File: config.mk
export PLATFORM = sky130hd
export DESIGN_NAME = ewp_master
export DESIGN_NICKNAME = d
export VERILOG_FILES = /design/src/rtl/ewp_pkg.sv /design/src/rtl/ewp_phase_timer.sv /design/src/rtl/ewp_page_check.sv /design/src/rtl/ewp_poll_judge.sv /design/src/rtl/ewp_master.sv
export SDC_FILE = /design/constraint.sdc
export NUM_CORES = 1
export LEC_CHECK = 0
export ABC_AREA = 0
export BUFFER_PORTS_ARGS = -buffer_cell sky130_fd_sc_hd__buf_2
export CORE_UTILIZATION = 34
export DETAILED_ROUTE_END_ITERATION = 6
export PLACE_DENSITY = 0.61
export SYNTH_ARGS = -nofsm -noshare
export SYNTH_HDL_FRONTEND = slang
export SYNTH_SLANG_ARGS = --single-unit
File: constraint.sdc
create_clock -name clk -period 9 [get_ports clk]
set_input_delay 1.8 -clock clk [delete_from_list [all_inputs] [get_ports clk]]
set_output_delay 1.8 -clock clk [all_outputs]
set_load 0.1 [all_outputs]
File: src/rtl/ewp_pkg.sv
// Shared types for the EEPROM write-and-poll master.
// Assumes: nothing beyond the encoding defined here.
package ewp_pkg;

    // Controller phases; each bus phase has a timed duration.
    typedef enum logic [2:0] {
        ST_IDLE  = 3'd0,
        ST_FETCH = 3'd1,
        ST_WSET  = 3'd2,
        ST_WSTR  = 3'd3,
        ST_WHLD  = 3'd4,
        ST_RSET  = 3'd5,
        ST_RSTR  = 3'd6,
        ST_RHLD  = 3'd7
    } ewp_state_e;

endpackage

File: src/rtl/ewp_phase_timer.sv
// Down-counter that sets how long a bus phase lasts.
// Loading value N makes the phase last N+1 cycles; last is high in its final cycle.
// Assumes: the load is applied on the cycle before the phase begins.
module ewp_phase_timer #(
    parameter int W = 2
) (
    input  logic         clk,
    input  logic         rst_n,
    input  logic         load,
    input  logic [W-1:0] load_val,
    output logic         last
);

    logic [W-1:0] cnt_q;

    // Count down the current phase and reload on entry to a new phase.
    always_ff @(posedge clk) begin
        if (!rst_n) begin
            cnt_q <= '0;
        end else if (load) begin
            cnt_q <= load_val;
        end else if (cnt_q != '0) begin
            cnt_q <= cnt_q - W'(1);
        end
    end

    assign last = (cnt_q == '0);

endmodule

File: src/rtl/ewp_page_check.sv
// Decides whether a request fits inside one device page.
// Assumes: PAGE_BYTES is a power of two. Only the in-page offset of the address is supplied.
module ewp_page_check #(
    parameter  int PAGE_BYTES = 64,
    localparam int PGW        = $clog2(PAGE_BYTES),
    localparam int LENW       = PGW + 1
) (
    input  logic [PGW-1:0]  offset,
    input  logic [LENW-1:0] len,
    output logic            fits
);

    logic [LENW:0] end_pos;

    // One past the last byte offset; must not pass the page end.
    assign end_pos = {2'b00, offset} + {1'b0, len};
    assign fits    = (len != '0) && (end_pos <= (LENW + 1)'(PAGE_BYTES));

endmodule

File: src/rtl/ewp_poll_judge.sv
// Applies the completion rule to each polled read.
// In data mode, completion means the top bit matches the last written top bit.
// In toggle mode, completion means bit 6 matches the previous read.
// Assumes: clear is held while idle, so a new poll series starts with no previous read.
module ewp_poll_judge #(
    parameter int DW = 8
) (
    input  logic          clk,
    input  logic          rst_n,
    input  logic          clear,
    input  logic          toggle_mode,
    input  logic          ref_top,
    input  logic          sample_en,
    input  logic [DW-1:0] sample,
    output logic          hit
);

    logic prev_tog_q;
    logic have_prev_q;
    logic unused_low_bits;

    // Keep the toggle bit of the last read and whether one exists.
    always_ff @(posedge clk) begin
        if (!rst_n || clear) begin
            prev_tog_q  <= 1'b0;
            have_prev_q <= 1'b0;
        end else if (sample_en) begin
            prev_tog_q  <= sample[DW-2];
            have_prev_q <= 1'b1;
        end
    end

    // Completion test on the byte currently on the bus.
    always_comb begin
        if (toggle_mode) begin
            hit = have_prev_q && (prev_tog_q == sample[DW-2]);
        end else begin
            hit = (sample[DW-1] == ref_top);
        end
    end

    assign unused_low_bits = ^sample[DW-3:0];

endmodule

File: src/rtl/ewp_master.sv
// Host-side master that loads a byte or page into a self-timed EEPROM and polls for completion.
// Takes one request on a valid/ready handshake, pulls the bytes from a stream,
// runs timed write cycles, then runs read cycles until the completion rule holds
// or the read limit is reached.
// Assumes: all timing parameters are at least 1 and the stream keeps pace with the byte-load window.
module ewp_master
    import ewp_pkg::*;
#(
    parameter  int AW           = 11,
    parameter  int DW           = 8,
    parameter  int PAGE_BYTES   = 64,
    parameter  int SETUP_CYC    = 2,
    parameter  int PULSE_CYC    = 3,
    parameter  int HOLD_CYC     = 1,
    parameter  int LOAD_WIN_CYC = 10000,
    parameter  int POLL_LIMIT   = 4096,
    localparam int PGW          = $clog2(PAGE_BYTES),
    localparam int LENW         = PGW + 1
) (
    input  logic            clk,
    input  logic            rst_n,
    input  logic            req_valid,
    output logic            req_ready,
    input  logic [AW-1:0]   req_addr,
    input  logic [LENW-1:0] req_len,
    input  logic            req_toggle,
    input  logic            in_valid,
    output logic            in_ready,
    input  logic [DW-1:0]   in_data,
    output logic [AW-1:0]   mem_addr,
    output logic            mem_ce_n,
    output logic            mem_oe_n,
    output logic            mem_we_n,
    output logic [DW-1:0]   mem_dq_out,
    output logic            mem_dq_oe,
    input  logic [DW-1:0]   mem_dq_in,
    output logic            done,
    output logic            timeout,
    output logic            reject
);

    localparam int TMAX_A = (SETUP_CYC > PULSE_CYC) ? SETUP_CYC : PULSE_CYC;
    localparam int TMAX   = (TMAX_A > HOLD_CYC) ? TMAX_A : HOLD_CYC;
    localparam int TW     = (TMAX > 1) ? $clog2(TMAX) : 1;
    localparam int PCW    = $clog2(POLL_LIMIT + 1);
    localparam int BYTE_PERIOD = 1 + SETUP_CYC + PULSE_CYC + HOLD_CYC;

    // Reject parameter sets that break the bus timing rules.
    generate
        if (SETUP_CYC < 1 || PULSE_CYC < 1 || HOLD_CYC < 1) begin : g_bad_timing
            $error("ewp_master: phase lengths must be at least one cycle");
        end
        if (BYTE_PERIOD >= LOAD_WIN_CYC) begin : g_bad_window
            $error("ewp_master: byte period does not fit inside the load window");
        end
    endgenerate

    ewp_state_e       state_q, state_d;
    logic [AW-1:0]    cur_addr_q;
    logic [DW-1:0]    last_data_q;
    logic [LENW-1:0]  left_q;
    logic             mode_tog_q;
    logic [PCW-1:0]   poll_cnt_q;
    logic             met_q;
    logic             done_q, tmo_q, rej_q;

    logic             page_ok;
    logic             tmr_load, tmr_last;
    logic [TW-1:0]    tmr_val;
    logic             judge_hit;
    logic             sample_en;
    logic             at_limit;

    ewp_page_check #(
        .PAGE_BYTES (PAGE_BYTES)
    ) u_page (
        .offset (req_addr[PGW-1:0]),
        .len    (req_len),
        .fits   (page_ok)
    );

    ewp_phase_timer #(
        .W (TW)
    ) u_timer (
        .clk      (clk),
        .rst_n    (rst_n),
        .load     (tmr_load),
        .load_val (tmr_val),
        .last     (tmr_last)
    );

    assign sample_en = (state_q == ST_RSTR) && tmr_last;

    ewp_poll_judge #(
        .DW (DW)
    ) u_judge (
        .clk         (clk),
        .rst_n       (rst_n),
        .clear       (state_q == ST_IDLE),
        .toggle_mode (mode_tog_q),
        .ref_top     (last_data_q[DW-1]),
        .sample_en   (sample_en),
        .sample      (mem_dq_in),
        .hit         (judge_hit)
    );

    assign at_limit = (poll_cnt_q == PCW'(POLL_LIMIT));

    // Next phase of the bus sequence.
    always_comb begin
        state_d = state_q;
        case (state_q)
            ST_IDLE:  if (req_valid && page_ok) state_d = ST_FETCH;
            ST_FETCH: if (in_valid) state_d = ST_WSET;
            ST_WSET:  if (tmr_last) state_d = ST_WSTR;
            ST_WSTR:  if (tmr_last) state_d = ST_WHLD;
            ST_WHLD:  if (tmr_last) state_d = (left_q == LENW'(1)) ? ST_RSET : ST_FETCH;
            ST_RSET:  if (tmr_last) state_d = ST_RSTR;
            ST_RSTR:  if (tmr_last) state_d = ST_RHLD;
            ST_RHLD:  if (tmr_last) state_d = (met_q || at_limit) ? ST_IDLE : ST_RSET;
            default:  state_d = ST_IDLE;
        endcase
    end

    // Phase length loaded when a new phase is entered.
    always_comb begin
        tmr_load = (state_d != state_q);
        case (state_d)
            ST_WSET, ST_RSET: tmr_val = TW'(SETUP_CYC - 1);
            ST_WSTR, ST_RSTR: tmr_val = TW'(PULSE_CYC - 1);
            ST_WHLD, ST_RHLD: tmr_val = TW'(HOLD_CYC - 1);
            default:          tmr_val = '0;
        endcase
    end

    // Phase register.
    always_ff @(posedge clk) begin
        if (!rst_n) begin
            state_q <= ST_IDLE;
        end else begin
            state_q <= state_d;
        end
    end

    // Request context: address, remaining count, last byte, poll bookkeeping.
    always_ff @(posedge clk) begin
        if (!rst_n) begin
            cur_addr_q  <= '0;
            last_data_q <= '0;
            left_q      <= '0;
            mode_tog_q  <= 1'b0;
            poll_cnt_q  <= '0;
            met_q       <= 1'b0;
        end else begin
            case (state_q)
                ST_IDLE: begin
                    if (req_valid && page_ok) begin
                        cur_addr_q <= req_addr;
                        left_q     <= req_len;
                        mode_tog_q <= req_toggle;
                        poll_cnt_q <= '0;
                        met_q      <= 1'b0;
                    end
                end
                ST_FETCH: begin
                    if (in_valid) last_data_q <= in_data;
                end
                ST_WHLD: begin
                    if (tmr_last && left_q != LENW'(1)) begin
                        cur_addr_q <= cur_addr_q + AW'(1);
                        left_q     <= left_q - LENW'(1);
                    end
                end
                ST_RSTR: begin
                    if (tmr_last) begin
                        met_q      <= judge_hit;
                        poll_cnt_q <= poll_cnt_q + PCW'(1);
                    end
                end
                default: ;
            endcase
        end
    end

    // Single-cycle result pulses.
    always_ff @(posedge clk) begin
        if (!rst_n) begin
            done_q <= 1'b0;
            tmo_q  <= 1'b0;
            rej_q  <= 1'b0;
        end else begin
            done_q <= (state_q == ST_RHLD) && tmr_last && met_q;
            tmo_q  <= (state_q == ST_RHLD) && tmr_last && !met_q && at_limit;
            rej_q  <= (state_q == ST_IDLE) && req_valid && !page_ok;
        end
    end

    // Bus strobes decoded from the phase.
    assign req_ready  = (state_q == ST_IDLE);
    assign in_ready   = (state_q == ST_FETCH);
    assign mem_ce_n   = (state_q == ST_IDLE);
    assign mem_we_n   = (state_q != ST_WSTR);
    assign mem_oe_n   = (state_q != ST_RSTR);
    assign mem_dq_oe  = (state_q == ST_WSET) || (state_q == ST_WSTR) || (state_q == ST_WHLD);
    assign mem_addr   = cur_addr_q;
    assign mem_dq_out = last_data_q;
    assign done       = done_q;
    assign timeout    = tmo_q;
    assign reject     = rej_q;

endmodule

* Word level (Yosys, flattened, before mapping)
Index checks and enable logic that the tools add are counted.
Storage, ports and cells: flip-flop bits (word level) 51, input port bits 39, output and inout bits 28, word-level logic and storage cells 99
Cells by class: add/sub/neg operators 5, order comparisons 1, equality and inequality tests 22, multiplexer cells 27, reductions and logical operators 31
Operators by type and width (number):
- $mux W3 | 10
- $mux W13 | 2
- $pmux W13 S2 | 1
- $pmux W3 S8 | 1
- $mux W11 | 2
- $pmux W11 S2 | 1
- $eq A3 B3 Y1 const B | 6
- $mux W7 | 2
- $pmux W7 S2 | 1
- $add A13 B1 Y13 const B | 1
- $eq A13 B13 Y1 const B | 1
- $eq A3 B2 Y1 const B | 4
- $add A11 B1 Y11 const B | 1
- $logic_and A1 B1 Y1 | 11
- $add A6 B7 Y8 | 1
- $le A8 B7 Y1 const B | 1
- $reduce_bool A2 Y1 | 4
- $eq A7 B1 Y1 const B | 1
- $ne A7 B1 Y1 const B | 1
- $reduce_bool A7 Y1 | 1
- $sub A7 B1 Y7 const B | 1
- $ne A2 B2 Y1 const B | 3
- $reduce_and A3 Y1 | 2
- $logic_or A1 B1 Y1 | 4
- other kinds (15) | 23

* Depth between registers and ports, before layout
word-level depth 10, gate-level depth with buffers 11, mapped depth without buffers 9

* Hierarchy
From an unflattened synthesis, not the netlist that was laid out.
Unflattened totals: cell total of the unflattened synthesis 384, area, all modules 3098.0 µm²
By module, submodules not included:
- ewp_master | times used 1, cells an instance 325, area each 2562.5 µm², sequential area each 940.9 µm²
- ewp_page_check | times used 1, cells an instance 35, area each 316.6 µm², sequential area each 0.0 µm²
- ewp_phase_timer | times used 1, cells an instance 13, area each 123.9 µm², sequential area each 40.0 µm²
- ewp_poll_judge | times used 1, cells an instance 11, area each 95.1 µm², sequential area each 40.0 µm²

* Worst setup path before layout
Ideal clock, no wire load.
path type reg-to-output, start point register state_q[1], end point output mem_dq_oe, data arrival time 2.712 ns, data required time 7.200 ns, setup slack 4.488 ns, cell stages (with the launch flop) 4, buffers on the path 1, cells stage by stage dfxtp_1 -> clkbuf_1 -> inv_1 -> o21ai_0
On the way: longest elaborated chain between the ends 3, elaborated cells on any way between the ends 5, classes of those cells eq/ne: 3; reduce/logical: 2
RTL lines:
- start, declared | line ewp_master.sv:58 | ewp_state_e state_q, state_d;
- start signal, assigned | line ewp_master.sv:141 | state_q <= state_d;
- $eq A3 B2 Y1 | line ewp_master.sv:204 | assign mem_dq_oe = (state_q == ST_WSET) || (state_q == ST_WSTR) || (state_q == ST_WHLD);
- $logic_or A1 B1 Y1 | line ewp_master.sv:204
- $logic_or A1 B1 Y1 (*) | line ewp_master.sv:204
- end, declared | line ewp_master.sv:35 | output logic mem_dq_oe,
Every way passes the cells marked *; elsewhere a longest branch is shown, timed or not.

* Worst setup path in the final report
start point input req_addr[0], end point register cur_addr_q[0], in the netlist mem_addr[0]
On the way: longest elaborated chain between the ends 6, elaborated cells on any way between the ends 8, classes of those cells add/sub: 1; order compare: 1; eq/ne: 1; mux: 2; reduce/logical: 3
RTL lines:
- start, declared | line ewp_master.sv:24 | input logic [AW-1:0] req_addr,
- $add A6 B7 Y8 | line ewp_page_check.sv:16 | assign end_pos = {2'b00, offset} + {1'b0, len};
- $le A8 B7 Y1 | line ewp_page_check.sv:17 | assign fits = (len != '0) && (end_pos <= (LENW + 1)'(PAGE_BYTES));
- $logic_and A1 B1 Y1 | line ewp_page_check.sv:17
- $logic_and A1 B1 Y1 | line ewp_master.sv:157 | if (req_valid && page_ok) begin
- $ne A2 B2 Y1 (no source line)
- $reduce_and A3 Y1 (no source line)
- end signal, assigned | line ewp_master.sv:158 | cur_addr_q <= req_addr;
- end signal, assigned | line ewp_master.sv:170 | cur_addr_q <= cur_addr_q + AW'(1);
- end, declared | line ewp_master.sv:59 | logic [AW-1:0] cur_addr_q;
Parallel ways exist; a longest one is shown, timed or not. The select of a mux whose other input is x is not followed. A chain may end at the register's enable or synchronous reset.

==> flow_summary.yaml <==
final_layout:
  nNetsFinal: 506
  final_layout_size_suffix_gt1_frac: 0.198
  post_layout_nonfiller_instances: 563
  antennaDiodeCount: 0
  fin_area_mm2: 0.00361
  area_growth_pct: 13.3
detailed_routing:
  via_per_inst: 5.58
  via_count: 3141
  drc: 0
  wl_per_cell_um: 14.9
  drtPass1Iterations: 5
  drt_iter0_drc: 156
  wl_mm: 8.37
  ant_nets: 0
setup_path:
  end_kind: "flip-flop"
  start_kind: "input pin"
  critPathBufInv: 2
  crit_arrival_ns: 5.26
  worstSetupPathType: "in -> reg"
  reg2reg_from: "left_q[0]"
  required_ns: 9.26
  r2r_cells: 6
  reg2reg_to: "mem_addr[0]"
  reg2reg_slack_ns: 6.23
  cpPeakStageDelay_ns: 0.64
  crit_slowest_cell: "and2_1"
  crit_family: "compound AO/OA/AOI/OAI gates"
  worstPathMaxFanout: 23
  crit_chain: "buf_2, ha_1, fa_1, a211o_1, a21oi_1, o21bai_1, xnor2_1, o211ai_2, buf_4, and2_1, o221a_2"
sta:
  setup_tns_ns: 0
  period_needed_ns: 5.00
  rsz0062_at_grt: "no"
  timing.final.crit_share: 0.555
  setup-violations-final: 0
  hold_viol: 0
  worst_slew_pin_slew_ns: 1.26
  finalMaxSlewViolations: 0
  relSlewSlack: 0.155
  fmax_mhz: 200
  skew_ns: 0.0119
clocking:
  root_buffer: "clkbuf_8"
  post-cts-setup-buffers: 0
  cts_hold_buf: 0
  cts.htree.levels: 2
  cts_buffers: 5
  ctsResizeCount: 0
  cts_tree: "done"
  clk_pin_slew_ns: 0.10
  cts_sinks: 51
  clk_path_buf_depth: 2
  insertion_delay_ns: 0.31
run_status:
  outcome: "completed"
placed_design:
  place_congestion: 0.836
  placed_cells: 555
  placed_cell_area_mm2: 0.00352
  io_buffer_count: 60
  dpl.hpwl_mm: 5.91
synthesis:
  yosys_warnings: 0
  synth_cell_types: 60
  seq_area_frac_synth: 0.321
  synthArstFlopShare: 0
  synth_enable_flop_cells: 0
  syn_area_per_cell_um2: 7.73
  synth-compound-area-share: 0.293
  synth-seq-cells: 51
  synth_nets: 464
  synthAdderAreaFrac: 0.0534
  synth_area_mm2: 0.00319
  synth_top_cell_area_share: 0.321
  netlist.top_cell.by_area: "dfxtp_1"
  syn_inst: 412
  ys.flop_type: "dfxtp_1"
  synth_top_family_by_area: "compound AO/OA/AOI/OAI gates"
  synthSimpleGateAreaFrac: 0.235
  synth_mux_area_frac: 0.0102
  synth_xor_area_frac: 0.0220
  synth.area.top_cells: "dfxtp_1 (32%), a21oi_1 (7.9%), nand2_1 (6.8%)"
worst_hold_path:
  hold_end: "mem_dq_out[1]"
  hp-class: "reg -> reg"
  whs_path_depth: 2
  min-delay-start: "mem_dq_out[1]"
global_route:
  grt_pass1_vias: 3002
  overflow: 0
  grt_max_degree: 41
  grt_usage: 0.176
  antenna_found_initial: 0
  grt_pass1_wl_mm: 14.3
die:
  die_h_um: 98.8
  num_rows: 34
  dieArea_mm2: 0.00976
  core_area_mm2: 0.00889
  start_util: 0.358
  dieWidth_um: 98.8
  num_io_pins: 67
pwr:
  total_power_w: 0.000627
  p_per_area_mw_per_mm2: 174
  power.leakage_nw: 1.41
  ir_worst_vdd_v: 0.000107
run:
  cap_violations: 0
## how the worst max path moves through the flow
stage,slack (ns),depth (start not counted),from,to
after floorplan,4.49,3,state_q[1],mem_dq_oe
after global placement,3.67,11,req_addr[0],mem_addr[0]
after detailed placement,3.66,11,req_addr[0],mem_addr[0]
after CTS,3.98,11,req_addr[0],mem_addr[0]
after global routing,3.72,11,req_addr[0],mem_addr[0]
final,4.00,11,req_addr[0],mem_addr[0]
## worst reg2reg max path: stages, from the launching register on
cell and delay, ns:
dfxtp_1 0.42, ha_1 0.18, or4b_2 0.64, o311ai_2 0.24
buf_4 0.29, and2_1 0.65, o221a_2 0.32
## stage by stage
stage	hold slack (ns)	util	setup slack, ns
2_1_floorplan	0.435	-	4.49
4_1_cts	0.458	0.406	3.98
3_5_place_dp	0.444	0.395	3.66
6_report	0.455	0.406	4.00
5_1_grt	0.476	0.406	3.72
3_3_place_gp	0.440	0.395	3.67
## where the power goes
part / internal, W / leakage [nW] / switching (W)
clock: 0.0000558 / 0.0443 / 0.0000821
combinational: 0.0000610 / 0.947 / 0.000171
sequential: 0.000241 / 0.414 / 0.0000150
total: 0.000358 / 1.41 / 0.000268
## layout by cell type (no fill, tap or decap), types with 4 or more instances in the layout
cell      count
a2111o_1      6
a211oi_1      5
o21ai_0       6
and3_1       11
dfxtp_1      51
ha_1         12
and2_1        4
inv_1        19
xnor2_1       5
or4_1         4
o32ai_1      13
nand3_1      15
buf_4         4
buf_2        60
nand2_1      58
a22oi_1       7
nor3_1        7
nor2_1       45
a21oi_1      50
o31ai_1       4
o41ai_1       7
clkbuf_8      5
## state kept, by name, summed over array words and instances (netlist names)
signal	cells
done	1
left_q	7
mem_addr	11
mem_dq_out	8
met_q	1
mode_tog_q	1
poll_cnt_q	13
reject	1
state_q	3
timeout	1
u_judge.have_prev_q	1
u_judge.prev_tog_q	1
u_timer.cnt_q	2
## logic make-up after synthesis
logic type / Yosys count
compound gates: 126
simple gates: 162
fa+ha+maj: 13
buf+inv: 49
flops: 51
mux: 3
xor+xnor: 8
## area by class of cell
type,count,area (um^2)
Multi-Input combinational cell,312,1950
Clock buffer,5,68.8
Fill cell,928,5280
Tap cell,108,135
Timing Repair Buffer,64,330
Sequential cell,51,1020
Clock inverter,3,25.0
Inverter,20,75.1
## synth_stat cells, drive strengths merged, types with 2 or more instances
library cell and count:
nand2 58, nor2 45, a211oi 5, o221a 3
xnor2 5, nor4 3, o21ai 6, o21a 2
a2111o 6, clkbuf 21, a211o 3, o41ai 7
or2 2, and3 11, inv 19, o32ai 13
a221oi 3, xor2 3, nand3 16, dfxtp 51
a2111oi 3, a21o 3, nor3 7, nor4b 2
o311ai 2, o31ai 4, mux2 2, buf 8
or4 4, a21oi 50, or3 3, and2 5
a22oi 7, ha 12, nand4 3
## metal layers
metal / vias up / track usage / wire, um
li1: 1591 / - / -
met1: 1449 / 0.231 / 3970
met2: 93 / 0.300 / 3850
met3: 8 / 0.0255 / 423
met4: 0 / 0.0540 / 123
met5: - / 0 / 0
No activity file was read; power rests on OpenSTA's default activity.
